`config.mk`:
```
export PLATFORM = sky130hd
export DESIGN_NAME = xlat_cache
export DESIGN_NICKNAME = d
export VERILOG_FILES = /design/src/rtl/xc_pkg.sv /design/src/rtl/xc_match.sv /design/src/rtl/xc_victim.sv /design/src/rtl/xc_store.sv /design/src/rtl/xlat_cache.sv
export SDC_FILE = /design/constraint.sdc
export NUM_CORES = 1
export LEC_CHECK = 0
export BUFFER_PORTS_ARGS = -buffer_cell sky130_fd_sc_hd__buf_2
export CORE_MARGIN = 1.5
export CORE_UTILIZATION = 48
export CTS_CLUSTER_SIZE = 28
export DETAILED_ROUTE_END_ITERATION = 10
export GPL_TIMING_DRIVEN = 0
export PLACE_DENSITY = 0.64
export SYNTH_ARGS = -nofsm -noshare
export SYNTH_HDL_FRONTEND = slang
export SYNTH_SLANG_ARGS = --single-unit
```
`constraint.sdc`:
```
create_clock -name clk -period 5.6 [get_ports clk]
set_input_delay 0.28 -clock clk [delete_from_list [all_inputs] [get_ports clk]]
set_output_delay 0.28 -clock clk [all_outputs]
set_load 0.03 [all_outputs]
```
`src/rtl/xc_pkg.sv`:
```
package xc_pkg;

    localparam int LA_W     = 32;
    localparam int PA_W     = 40;
    localparam int OFF_W    = 12;
    localparam int VPN_W    = LA_W - OFF_W;
    localparam int PFN_W    = PA_W - OFF_W;
    localparam int MID_BITS = 9;    // extra offset bits of a 2 MB page
    localparam int BIG_BITS = 10;   // extra offset bits of a 4 MB page

    typedef enum logic [1:0] {
        PG_SMALL = 2'd0,
        PG_MID   = 2'd1,
        PG_BIG   = 2'd2,
        PG_RSVD  = 2'd3
    } pg_size_e;

    typedef struct packed {
        logic             glb;
        pg_size_e         sz;
        logic [VPN_W-1:0] vpn;
        logic [PFN_W-1:0] pfn;
    } xc_entry_t;

    // Page-number bits that take part in the tag compare for a size code
    function automatic logic [VPN_W-1:0] vpn_mask(input pg_size_e sz);
        logic [VPN_W-1:0] m;
        m = '1;
        case (sz)
            PG_MID:  m[MID_BITS-1:0] = '0;
            PG_BIG:  m[BIG_BITS-1:0] = '0;
            default: ;
        endcase
        return m;
    endfunction

    function automatic logic vpn_hit(input logic [VPN_W-1:0] stored,
                                     input logic [VPN_W-1:0] probe,
                                     input pg_size_e         sz);
        return ((stored ^ probe) & vpn_mask(sz)) == '0;
    endfunction

    // Frame bits above the page offset, linear bits inside it
    function automatic logic [PA_W-1:0] form_pa(input logic [PFN_W-1:0] pfn,
                                                input logic [LA_W-1:0]  la,
                                                input pg_size_e         sz);
        logic [PFN_W-1:0] keep;
        logic [PFN_W-1:0] from_la;
        keep    = {{(PFN_W-VPN_W){1'b1}}, vpn_mask(sz)};
        from_la = {{(PFN_W-VPN_W){1'b0}}, la[LA_W-1:OFF_W]};
        return {(pfn & keep) | (from_la & ~keep), la[OFF_W-1:0]};
    endfunction

endpackage

```
`src/rtl/xc_match.sv`:
```
module xc_match
    import xc_pkg::*;
#(
    parameter int ENTRIES = 8
) (
    input  xc_entry_t [ENTRIES-1:0] ents,
    input  logic [ENTRIES-1:0]      vld,
    input  logic [VPN_W-1:0]        probe_vpn,
    output logic [ENTRIES-1:0]      hit_o
);

    for (genvar i = 0; i < ENTRIES; i++) begin : g_cmp
        assign hit_o[i] = vld[i] && vpn_hit(ents[i].vpn, probe_vpn, ents[i].sz);
    end

endmodule

```
`src/rtl/xc_victim.sv`:
```
module xc_victim #(
    parameter int ENTRIES = 8,
    localparam int IDX_W  = (ENTRIES > 1) ? $clog2(ENTRIES) : 1
) (
    input  logic               clk,
    input  logic               rst,
    input  logic [ENTRIES-1:0] vld_view,
    input  logic               fill_en,
    output logic [IDX_W-1:0]   slot_o
);

    logic             free_any;
    logic [IDX_W-1:0] free_idx;
    logic [IDX_W-1:0] rr_q;

    // Lowest-indexed free entry: scan from the top so the lowest wins
    always_comb begin
        free_any = 1'b0;
        free_idx = '0;
        for (int i = ENTRIES - 1; i >= 0; i--) begin
            if (!vld_view[i]) begin
                free_any = 1'b1;
                free_idx = IDX_W'(i);
            end
        end
    end

    assign slot_o = free_any ? free_idx : rr_q;

    always_ff @(posedge clk) begin
        if (rst) begin
            rr_q <= '0;
        end else if (fill_en && !free_any) begin
            rr_q <= (rr_q == IDX_W'(ENTRIES - 1)) ? '0 : rr_q + 1'b1;
        end
    end

endmodule

```
`src/rtl/xc_store.sv`:
```
module xc_store
    import xc_pkg::*;
#(
    parameter int ENTRIES = 8,
    localparam int IDX_W  = (ENTRIES > 1) ? $clog2(ENTRIES) : 1
) (
    input  logic                    clk,
    input  logic                    rst,
    input  logic [ENTRIES-1:0]      drop,
    input  logic                    fill_en,
    input  logic [IDX_W-1:0]        fill_slot,
    input  xc_entry_t               fill_ent,
    output logic [ENTRIES-1:0]      vld_o,
    output xc_entry_t [ENTRIES-1:0] ents_o
);

    always_ff @(posedge clk) begin
        if (rst) begin
            vld_o <= '0;
        end else begin
            vld_o <= vld_o & ~drop;
            if (fill_en) begin
                vld_o[fill_slot] <= 1'b1;
            end
        end
    end

    always_ff @(posedge clk) begin
        if (fill_en) begin
            ents_o[fill_slot] <= fill_ent;
        end
    end

endmodule

```
`src/rtl/xlat_cache.sv`:
```
module xlat_cache
    import xc_pkg::*;
#(
    parameter int ENTRIES = 8,
    localparam int IDX_W  = (ENTRIES > 1) ? $clog2(ENTRIES) : 1
) (
    input  logic             clk,
    input  logic             rst,
    input  logic             lkp_valid,
    input  logic [LA_W-1:0]  lkp_la,
    output logic             lkp_hit,
    output logic             lkp_miss,
    output logic [PA_W-1:0]  lkp_pa,
    input  logic             fill_valid,
    input  logic [LA_W-1:0]  fill_la,
    input  logic [PFN_W-1:0] fill_frame,
    input  logic [1:0]       fill_size,
    input  logic             fill_global,
    input  logic             dbase_reload,
    input  logic             task_switch,
    input  logic             glb_enable,
    input  logic             inval_valid,
    input  logic [LA_W-1:0]  inval_la
);

    logic [ENTRIES-1:0]      vld_q;
    xc_entry_t [ENTRIES-1:0] ents_q;
    logic [ENTRIES-1:0]      glb_vec;
    logic [ENTRIES-1:0]      kill;
    logic [ENTRIES-1:0]      vld_lkp;
    logic [ENTRIES-1:0]      lkp_hits;
    logic [ENTRIES-1:0]      inv_hits;
    logic [ENTRIES-1:0]      drop;
    logic [ENTRIES-1:0]      vld_free;
    logic [IDX_W-1:0]        slot;
    logic                    bulk;
    xc_entry_t               new_ent;

    assign bulk = dbase_reload | task_switch;

    for (genvar i = 0; i < ENTRIES; i++) begin : g_kill
        assign glb_vec[i] = ents_q[i].glb;
        assign kill[i]    = bulk && !(ents_q[i].glb && glb_enable);
    end

    // The flush acts before the lookup in the same cycle
    assign vld_lkp  = vld_q & ~kill;
    assign drop     = kill | inv_hits;
    assign vld_free = vld_q & ~drop;

    xc_match #(.ENTRIES(ENTRIES)) u_lkp_match (
        .ents      (ents_q),
        .vld       (vld_lkp),
        .probe_vpn (lkp_la[LA_W-1:OFF_W]),
        .hit_o     (lkp_hits)
    );

    xc_match #(.ENTRIES(ENTRIES)) u_inv_match (
        .ents      (ents_q),
        .vld       (vld_q & {ENTRIES{inval_valid}}),
        .probe_vpn (inval_la[LA_W-1:OFF_W]),
        .hit_o     (inv_hits)
    );

    xc_victim #(.ENTRIES(ENTRIES)) u_victim (
        .clk      (clk),
        .rst      (rst),
        .vld_view (vld_free),
        .fill_en  (fill_valid),
        .slot_o   (slot)
    );

    always_comb begin
        new_ent.glb = fill_global;
        new_ent.sz  = pg_size_e'(fill_size);
        new_ent.vpn = fill_la[LA_W-1:OFF_W];
        new_ent.pfn = fill_frame;
    end

    xc_store #(.ENTRIES(ENTRIES)) u_store (
        .clk       (clk),
        .rst       (rst),
        .drop      (drop),
        .fill_en   (fill_valid),
        .fill_slot (slot),
        .fill_ent  (new_ent),
        .vld_o     (vld_q),
        .ents_o    (ents_q)
    );

    always_comb begin
        lkp_pa = '0;
        for (int i = 0; i < ENTRIES; i++) begin
            if (lkp_hits[i]) begin
                lkp_pa = lkp_pa | form_pa(ents_q[i].pfn, lkp_la, ents_q[i].sz);
            end
        end
    end

    assign lkp_hit  = lkp_valid && (lkp_hits != '0);
    assign lkp_miss = lkp_valid && (lkp_hits == '0);

endmodule

```
==> impl_metrics.toml, run 1 <==
[synth]
synth-async-reset-ratio_pct = 0
syn_area_per_cell_um2 = 14.80
yosysSeqAreaShare_pct = 64.97
ys_seq_elements = 419
yosys_most_used_dff = "edfxtp_1"
yosysWarningCount = 0
syn_area_um2 = 19200
synth_nets = 1442
synth_cells = 1297
ys_types = 49
synth-edff-count = 408

[finish]
layout-drive-gt1-share_pct = 20.23
seqCellArea_um2 = 12470
final_net_count = 1643
fin_util_pct = 56.80
final_cells = 2059
areaGrowthSynthToFinish_pct = 17.29
fillers = 3201
final_design_area_no_fill_um2 = 22510
multi_input_area_um2 = 6327

[place]
dpl_cell_area_um2 = 20810
globalplace.congestion = 0.9017
port_buffers = 110
place_inst = 1948
hpwl_um = 36650

[critical_path]
critPathCaptureType = "output port"
critPathMaxFanout = 10
setup.worst_path.start = "u_store.ents_o[283]"
path_class = "flip-flop to output port"
ff2ff_path_depth = 10
cp.arrival_ns = 4.73
worstPathRequired_ns = 5.32
cp-start-kind = "flip-flop"
worstReg2RegStart = "u_store.ents_o[401]"

[pwr]
p_comb_share_pct = 6.6
power_frac_clock_pct = 42.1
p_sw_uw = 1505
peakVddDrop_mv = 0.2853
total_power_uw = 6877
seqPwrFrac_pct = 51.3
switching_share_pct = 21.89
cellLeakagePower_uw = 0.007550
p_int_uw = 5372
powerDensity_nw_per_um2 = 305.5

[cts]
cts_setup_buffers = 0
htreeDepth = 2
clk_latency_ns = 0.56
cts_tree = "done"
cts-root-buf = "clkbuf_16"
clockBufferDepth = 3
clkTransAtPathRegs_ns = 0.06
numClockSinks = 419
numCtsBuffers = 44

[drt]
viasPerCell = 5.772
met3WireLength_um = 3949
wire_per_inst_um = 25.75
vias = 11884
highest_layer = "met4"
wl_met1_um = 23650
remaining_drc_errors = 0
antenna_left = 0
drt_iter0_drc = 1073
drt-total-wl_um = 53020
dr.pass1.iters = 5
wl_met2_um = 24320

[run]
max_cap_viol_count = 0

[floorplan]
core-area_um2 = 39640
die_area_um2 = 41200
io_pins = 177
initial_core_util_pct = 48.42
die-width_um = 203.0
die_h_um = 203.0
rows = 73

[global_route]
grt_max_degree = 26
grt_pass1_vias = 11721
grt_pass1_wl_um = 77070
antenna_found_initial = 2
grt.total_usage_pct = 25.66
globalRouteOverflowTotal = 0

[hold_path]
hold_path_class = "input port to flip-flop"
min_path_cells = 1
worstHoldStart = "fill_la[28]"

[timing]
drv_slew = 0
clock_skew_ns = 0.01883
min_period_ns = 5.012
fin_tns_setup_ns = 0
rsz0062_at_grt = "false"
min_period_over_period_pct = 89.50
worstMarginPinSlew_ns = 1.011
setup_violations = 0
fmax_ghz = 0.1995
slew_headroom_pct = 32.59
finalHoldViolations = 0

[status]
run_status = "finished clean"
[cells in the mapped netlist (3+ instances only)]
| cell type | instances | area [um^2] |
|---|---|---|
| buf_4 | 15 | 112.6 |
| a31oi_1 | 6 | 37.54 |
| buf_1 | 6 | 22.52 |
| a21boi_0 | 5 | 37.54 |
| o31ai_1 | 4 | 30.03 |
| a221oi_1 | 28 | 245.2 |
| buf_2 | 10 | 50.05 |
| dfxtp_1 | 11 | 220.2 |
| o2111ai_1 | 3 | 26.28 |
| nand2_1 | 15 | 56.30 |
| mux2_2 | 80 | 900.9 |
| xnor2_1 | 151 | 1323 |
| nand4_1 | 42 | 262.8 |
| a22o_1 | 28 | 245.2 |
| nor2_1 | 36 | 135.1 |
| inv_1 | 12 | 45.04 |
| o22ai_1 | 4 | 25.02 |
| edfxtp_1 | 408 | 12250 |
| a211oi_1 | 8 | 60.06 |
| ha_1 | 10 | 125.1 |
| or4_1 | 5 | 37.54 |
| a22oi_1 | 56 | 420.4 |
| o41a_1 | 6 | 67.56 |
| nand3_1 | 38 | 190.2 |
| clkbuf_1 | 56 | 210.2 |
| nor2b_1 | 14 | 87.58 |
| nor4_1 | 30 | 187.7 |
| a31o_2 | 3 | 26.28 |
| xor2_1 | 169 | 1480 |
| nor3_1 | 13 | 65.06 |
[layout by cell type, fill, tap and decap left out, drive strengths merged, types with 3 or more instances in the layout]
master	count
bufinv	5
dfxtp	11
mux2	80
clkinv	21
or4	5
a221oi	28
o41a	6
o31ai	4
a31o	3
o2111ai	3
a31oi	6
clkbuf	108
nor4	30
nand2	15
a21boi	9
edfxtp	408
nor2b	14
dlygate4sd3	29
a211oi	8
o22ai	4
nor2	36
a22oi	56
nand3	38
xnor2	151
buf	158
xor2	169
ha	10
inv	14
nor3	13
nand4	42
a22o	28
[state kept, by name, summed over array words and instances (netlist names)]
signal and flops:
u_victim.rr_q 3, u_store.ents_o 408, u_store.vld_o 8
[path summary, 6_finish.rpt]
path,end,slack [ns]
min,u_store.ents_o[401],0.02
max reg2reg,u_store.ents_o[378],0.97
max,lkp_pa[12],0.59
min reg2reg,u_victim.rr_q[0],0.51
[worst max-delay path, stage by stage, from the launching register on]
cell and delay [ns]:
edfxtp_1 0.41, xor2_1 0.18, nor4_1 0.62, nand4_1 0.19, o31a_1 0.30, nor4_1 0.47
clkbuf_1 0.53, clkbuf_1 0.69, a22o_1 0.28, a221oi_1 0.06, nand3_1 0.21, buf_2 0.23
[cells by family (layout without fill, tap and decap cells)]
group / count (synthesis) / after routing / synth area share, %
compound gates: 167 / 167 / 7.111
xor+xnor: 320 / 320 / 14.60
fa+ha+maj: 10 / 10 / 0.6518
buf+inv: 101 / 336 / 2.379
flops: 419 / 419 / 64.97
mux: 82 / 82 / 4.797
other cells: 0 / 2 / 0
simple gates: 198 / 198 / 5.488
[metal layers]
layer | track usage, % | vias to the layer above
met5 | 0 | -
met4 | 6.958 | 0
met3 | 3.852 | 80
met2 | 40.22 | 513
met1 | 37.41 | 5947
li1 | - | 5344
[power by group through the flow]
stage / Combinational, uW / Clock (uW) / Sequential, uW
after global placement: 413 / 0 / 3600
after global routing: 488 / 3040 / 3530
after CTS: 453 / 2920 / 3530
after detailed placement: 434 / 0 / 3590
final: 457 / 2890 / 3530
after floorplan: 254 / 0 / 3590
[through the flow]
stage	hold WS [ns]	worst slack (ns)
final	0.01932	0.5882
after global routing	0.009439	0.4510
after CTS	0.0001010	0.6270
after detailed placement	0.5043	0.9159
after global placement	0.4820	-2.435
after floorplan	0.3789	0.7235
[cell type report]
type	instances	share of cell area [%]
sequential	419	55.40
multi-input combinational	777	28.10
timing repair buffer	155	5.257
clock buffer	51	5.102
tap	525	2.918
buffer	89	1.828
clock inverter	29	1.173
inverter	12	0.2001
antenna	2	0.02223
[repair_timing]
action                                 in CTS  in global routing
setup endpoints to repair                   0                  0
resized for setup                           0                  0
endpoints found under the hold margin     225                  0
hold buffers                               29                  0
(Power assumes the default switching activity.)
==> run 2, diff against run 1 <==
--- a/config.mk
+++ b/config.mk
@@ -11,6 +11,7 @@
 export CTS_CLUSTER_SIZE = 28
 export DETAILED_ROUTE_END_ITERATION = 10
 export GPL_TIMING_DRIVEN = 0
+export MAX_ROUTING_LAYER = met4
 export PLACE_DENSITY = 0.64
 export SYNTH_ARGS = -nofsm -noshare
 export SYNTH_HDL_FRONTEND = slang
==> impl_metrics.toml, run 2 (synthesis results as in run 1) <==
[global_route]
grt_util_met3_pct = 4.270
globalRouteOverflowTotal = 0
grt_pass1_vias = 11668
grt.total_usage_pct = 26.98
grt_pass1_wl_um = 78360
antenna_found_initial = 1
use_met1_pct = 37.99
busiest_layer = "met2"
use_met2_pct = 41.07
grt_max_degree = 25

[timing]
drv_slew = 0
clock_skew_ns = 0.02788
min_period_over_period_pct = 86.67
fin_tns_setup_ns = 0
setup_violations = 0
slew_headroom_pct = 33.68
finalHoldViolations = 0
worstMarginPinSlew_ns = 0.9948
whs_ns = 0.02118
fmax_ghz = 0.2060
worst_slack_ns = 0.7468
rsz0062_at_grt = "false"
min_period_ns = 4.853

[critical_path]
path_class = "flip-flop to output port"
critPathCaptureType = "output port"
ff2ff_path_depth = 9
worstPathRequired_ns = 5.32
cp.arrival_ns = 4.57
rr_endpoint = "u_store.ents_o[2]"
r2r_setup_slack_ns = 1.22
critPathMaxFanout = 10
worstReg2RegStart = "u_store.ents_o[304]"
setup.worst_path.start = "u_store.ents_o[288]"
cp-start-kind = "flip-flop"

[finish]
seqCellArea_um2 = 12470
fin_util_pct = 56.81
largest_register = "u_store.ents_o"
final_common_cell = "edfxtp_1"
top_regs = "u_store.ents_o (408), u_store.vld_o (8), u_victim.rr_q (3)"
final_cell_mix = "408 x edfxtp_1, 169 x xor2_1, 151 x xnor2_1"
layout-drive-gt1-share_pct = 19.61
fillers = 3219
multi_input_area_um2 = 6327
final_net_count = 1656
areaGrowthSynthToFinish_pct = 17.32
largest_register_ffs = 408
final_design_area_no_fill_um2 = 22520

[cts]
numCtsBuffers = 43
cts-root-buf = "clkbuf_16"
cts_setup_buffers = 0
cts_tree = "done"
clockBufferDepth = 3
clk_latency_ns = 0.59
clkTransAtPathRegs_ns = 0.06
cts_repair_resize_count = 0
numClockSinks = 419
htreeDepth = 2

[hold_path]
min_path_cells = 1
worst_hold_path.endpoint = "u_store.ents_o[40]"
worstHoldStart = "fill_la[24]"
hold_path_class = "input port to flip-flop"

[place]
pre_cts_slack_ns = 0.9971
port_buffers = 110
dpl_cell_area_um2 = 20860
hpwl_um = 37280
globalplace.congestion = 0.9449

[floorplan]
die_h_um = 203.0
io_pins = 177
rows = 73
die_area_um2 = 41200
core-area_um2 = 39640
initial_core_util_pct = 48.42
die-width_um = 203.0

[pwr]
powerDensity_nw_per_um2 = 294.2
cellLeakagePower_uw = 0.007539
peakVddDrop_mv = 0.3280

[drt]
drt_iter0_drc = 1234
vias = 11991
dr.pass1.iters = 5
antenna_left = 0
drt-total-wl_um = 53710
remaining_drc_errors = 0
wire_per_inst_um = 26.00
viasPerCell = 5.804

[run]
max_cap_viol_count = 0

[status]
run_status = "finished clean"
[run 2: cell count changes in the layout (fill, tap and decap cells not counted), moves of 3 or more]
cell | previous run | this run
clkinv_1 | 13 | 9
dlygate4sd3_1 | 29 | 42
buf_12 | 13 | 10
clkbuf_1 | 62 | 69
buf_16 | 3 | 7
bufinv_16 | 5 | 0
[run 2: area by class of cell]
cell class,instances,area share (%)
clock inverters,18,0.5167
clock buffers,56,4.995
diodes,1,0.01111
flip-flops and latches,419,55.38
multi-input cells,777,28.10
plain buffers,89,1.828
well taps,525,2.917
inverters,12,0.2000
repair buffers,169,6.056
[run 2: worst max-delay path, cell delays in order (launching register included)]
cell and delay (ns):
edfxtp_1 0.41, xor2_1 0.18, nor4_1 0.58, nand4_1 0.16
o31a_1 0.30, nor4_1 0.45, clkbuf_1 0.53, clkbuf_1 0.68
a22o_1 0.26, a221oi_1 0.05, nand3_1 0.16, buf_2 0.22
[run 2: metal layers]
layer / routed length, um / part of all wire (%)
met1: 23940 / 45
met4: 975 / 1.8
met5: 0 / 0
met2: 24880 / 46
met3: 3906 / 7.3
[run 2: worst max path at each step]
stage                                endpoint  slack [ns]
after floorplan           u_store.ents_o[306]        0.72
after global placement     u_store.ents_o[16]       -2.31
after detailed placement           lkp_pa[19]         1.0
after CTS                          lkp_pa[16]        0.73
after global routing               lkp_pa[16]        0.55
final                              lkp_pa[16]        0.75
[run 2: what timing repair did]
action,4_1_cts,5_1_grt
endpoints found under the setup margin,0,0
hold buffers,42,0
endpoints found under the hold margin,320,0
[run 2: stage by stage]
| step | power (uW) | std cells |
|---|---|---|
| 6_report | 6625 | 2066 |
| 2_1_floorplan | 3847 | 1297 |
| 5_1_grt | 6800 | 2066 |
| 4_1_cts | 6645 | 2065 |
| 3_3_place_gp | 4017 | 1932 |
| 3_5_place_dp | 4037 | 1949 |
[run 2: report_power, final]
group	total [uW]	leakage [uW]	internal [uW]	switching (uW)
sequential	3530	0.00380	3500	23.5
clock	2620	0.000606	1420	1210
combinational	474	0.00314	185	289
==> run 3, diff against run 2 <==
--- a/config.mk
+++ b/config.mk
@@ -7,12 +7,12 @@
 export LEC_CHECK = 0
 export BUFFER_PORTS_ARGS = -buffer_cell sky130_fd_sc_hd__buf_2
 export CORE_MARGIN = 1.5
-export CORE_UTILIZATION = 48
+export CORE_UTILIZATION = 60
 export CTS_CLUSTER_SIZE = 28
 export DETAILED_ROUTE_END_ITERATION = 10
 export GPL_TIMING_DRIVEN = 0
 export MAX_ROUTING_LAYER = met4
-export PLACE_DENSITY = 0.64
+export PLACE_DENSITY = 0.77
 export SYNTH_ARGS = -nofsm -noshare
 export SYNTH_HDL_FRONTEND = slang
 export SYNTH_SLANG_ARGS = --single-unit
==> impl_metrics.toml, run 3 (synthesis results as in run 1) <==
[cts]
clk_latency_ns = 0.55
cts_setup_buffers = 0
htreeDepth = 2
clockBufferDepth = 3
numClockSinks = 419
clkTransAtPathRegs_ns = 0.06
cts-root-buf = "clkbuf_16"
cts_tree = "done"
numCtsBuffers = 43

[pwr]
p_sw_uw = 1472
cellLeakagePower_uw = 0.007451
power_frac_clock_pct = 41.0
seqPwrFrac_pct = 52.4
p_comb_share_pct = 6.6
p_int_uw = 5263
powerDensity_nw_per_um2 = 304.3
switching_share_pct = 21.86
total_power_uw = 6735
peakVddDrop_mv = 0.2367

[global_route]
grt.total_usage_pct = 32.86
grt_max_degree = 27
globalRouteOverflowTotal = 0
grt_pass1_vias = 12016
grt_pass1_wl_um = 76490
antenna_found_initial = 7

[finish]
layout-drive-gt1-share_pct = 20.48
final_net_count = 1623
final_cell_mix = "408 x edfxtp_1, 169 x xor2_1, 151 x xnor2_1"
largest_register = "u_store.ents_o"
largest_register_ffs = 408
final_cells = 1918
areaGrowthSynthToFinish_pct = 15.31
final_common_cell = "edfxtp_1"
multi_input_area_um2 = 6327
final_design_area_no_fill_um2 = 22140
fin_util_pct = 70.15
fillers = 2125
top_regs = "u_store.ents_o (408), u_store.vld_o (8), u_victim.rr_q (3)"
seqCellArea_um2 = 12470

[status]
run_status = "finished clean"

[place]
globalplace.congestion = 0.9456
hpwl_um = 35330
port_buffers = 110
dpl_cell_area_um2 = 20660
place_inst = 1825

[timing]
min_period_over_period_pct = 90.19
finalHoldViolations = 0
fmax_ghz = 0.1980
drv_slew = 0
rsz0062_at_grt = "false"
fin_tns_setup_ns = 0
worstMarginPinSlew_ns = 1.049
setup_violations = 0
slew_headroom_pct = 29.41
min_period_ns = 5.050
clock_skew_ns = 0.02343

[critical_path]
worst_path_max_delay_cell = "clkbuf_1"
critPathMaxStageDelay_ns = 0.68
worstReg2RegStart = "u_store.ents_o[342]"
critPathCaptureType = "output port"
cp.arrival_ns = 4.77
path_cells = "xor2_1, nor4_1, nand4_1, o31a_1, nor4_1, clkbuf_1, clkbuf_1, a22o_1, a221oi_1, nand3_1, buf_2"
rr_endpoint = "u_store.ents_o[322]"
cp-start-kind = "flip-flop"
worstPathRequired_ns = 5.32
setup.worst_path.start = "u_store.ents_o[288]"
critPathMaxFanout = 10
ff2ff_path_depth = 10
r2r_setup_slack_ns = 1.32
path_class = "flip-flop to output port"

[hold_path]
worstHoldStart = "fill_frame[21]"
min_path_cells = 1
worst_hold_path.endpoint = "u_store.ents_o[123]"
hold_path_class = "input port to flip-flop"

[floorplan]
initial_core_util_pct = 60.83
core-area_um2 = 31560
rows = 65
die-width_um = 181.9
die_area_um2 = 33070
io_pins = 177
die_h_um = 181.9

[drt]
wire_per_inst_um = 27.29
drt-total-wl_um = 52350
remaining_drc_errors = 0
antenna_left = 0
dr.pass1.iters = 5
drt_iter0_drc = 1588
viasPerCell = 6.394
vias = 12263

[run]
max_cap_viol_count = 0
run 3: cell types whose count changed in the layout (fill, tap and decap cells not counted), sizes merged:
cell         delta
dlygate4sd3    -32
clkinv          +1
buf             -1
bufinv          +2
diode           +6
inv             -1
run 3: repair_timing:
| item | in CTS | in global routing |
|---|---|---|
| endpoints found under the setup margin | 0 | 0 |
| gates resized for setup | 0 | 0 |
| hold buffers | 10 | 0 |
| hold endpoints to repair | 71 | 0 |
run 3: final cells by class:
| class | count | area share, % |
|---|---|---|
| Sequential cell | 419 | 56.35 |
| Multi-Input combinational cell | 777 | 28.59 |
| Clock buffer | 56 | 5.404 |
| Timing Repair Buffer | 136 | 4.522 |
| Tap cell | 402 | 2.272 |
| Buffer | 89 | 1.860 |
| Clock inverter | 20 | 0.7292 |
| Inverter | 12 | 0.2035 |
| Antenna cell | 7 | 0.07914 |
run 3: worst max path at each step:
stage / slack (ns) / to / cells past startpoint
2_1_floorplan: 0.72 / u_store.ents_o[306] / 9
3_3_place_gp: -2.21 / u_store.ents_o[374] / 10
3_5_place_dp: 0.82 / lkp_pa[15] / 12
4_1_cts: 0.55 / lkp_pa[15] / 11
5_1_grt: 0.47 / lkp_pa[15] / 11
6_report: 0.55 / lkp_pa[15] / 11
run 3: power by group through the flow:
stage	clock network, uW	registers, uW	logic [uW]
floorplan	0	3590	254
global placement	0	3600	408
detailed placement	0	3590	433
CTS	2760	3530	442
global route	2880	3530	476
finish	2760	3530	447
run 3: worst max-delay path: cells and delay by family (launching register included):
family	cells	cell delay, ns
AOI/OAI and AO/OA	3	0.67
DFF	1	0.42
and+or+nand+nor	4	1.52
buffers and inverters	3	1.46
xor gates and xnor gates	1	0.18
run 3: stage by stage:
step,setup WS [ns],hold WS [ns]
global route,0.4658,0.01326
finish,0.5495,0.001809
detailed placement,0.8185,0.4854
global placement,-2.213,0.4798
CTS,0.5547,0.002538
floorplan,0.7235,0.3789
run 3: metal layers:
layer / share of wire, % / global-route usage, % / vias to the layer above
met5: 0 / - / -
met4: 2.7 / 10.64 / 0
met3: 9.7 / 5.415 / 103
met2: 47 / 50.95 / 727
met1: 41 / 44.87 / 6133
li1: - / - / 5300
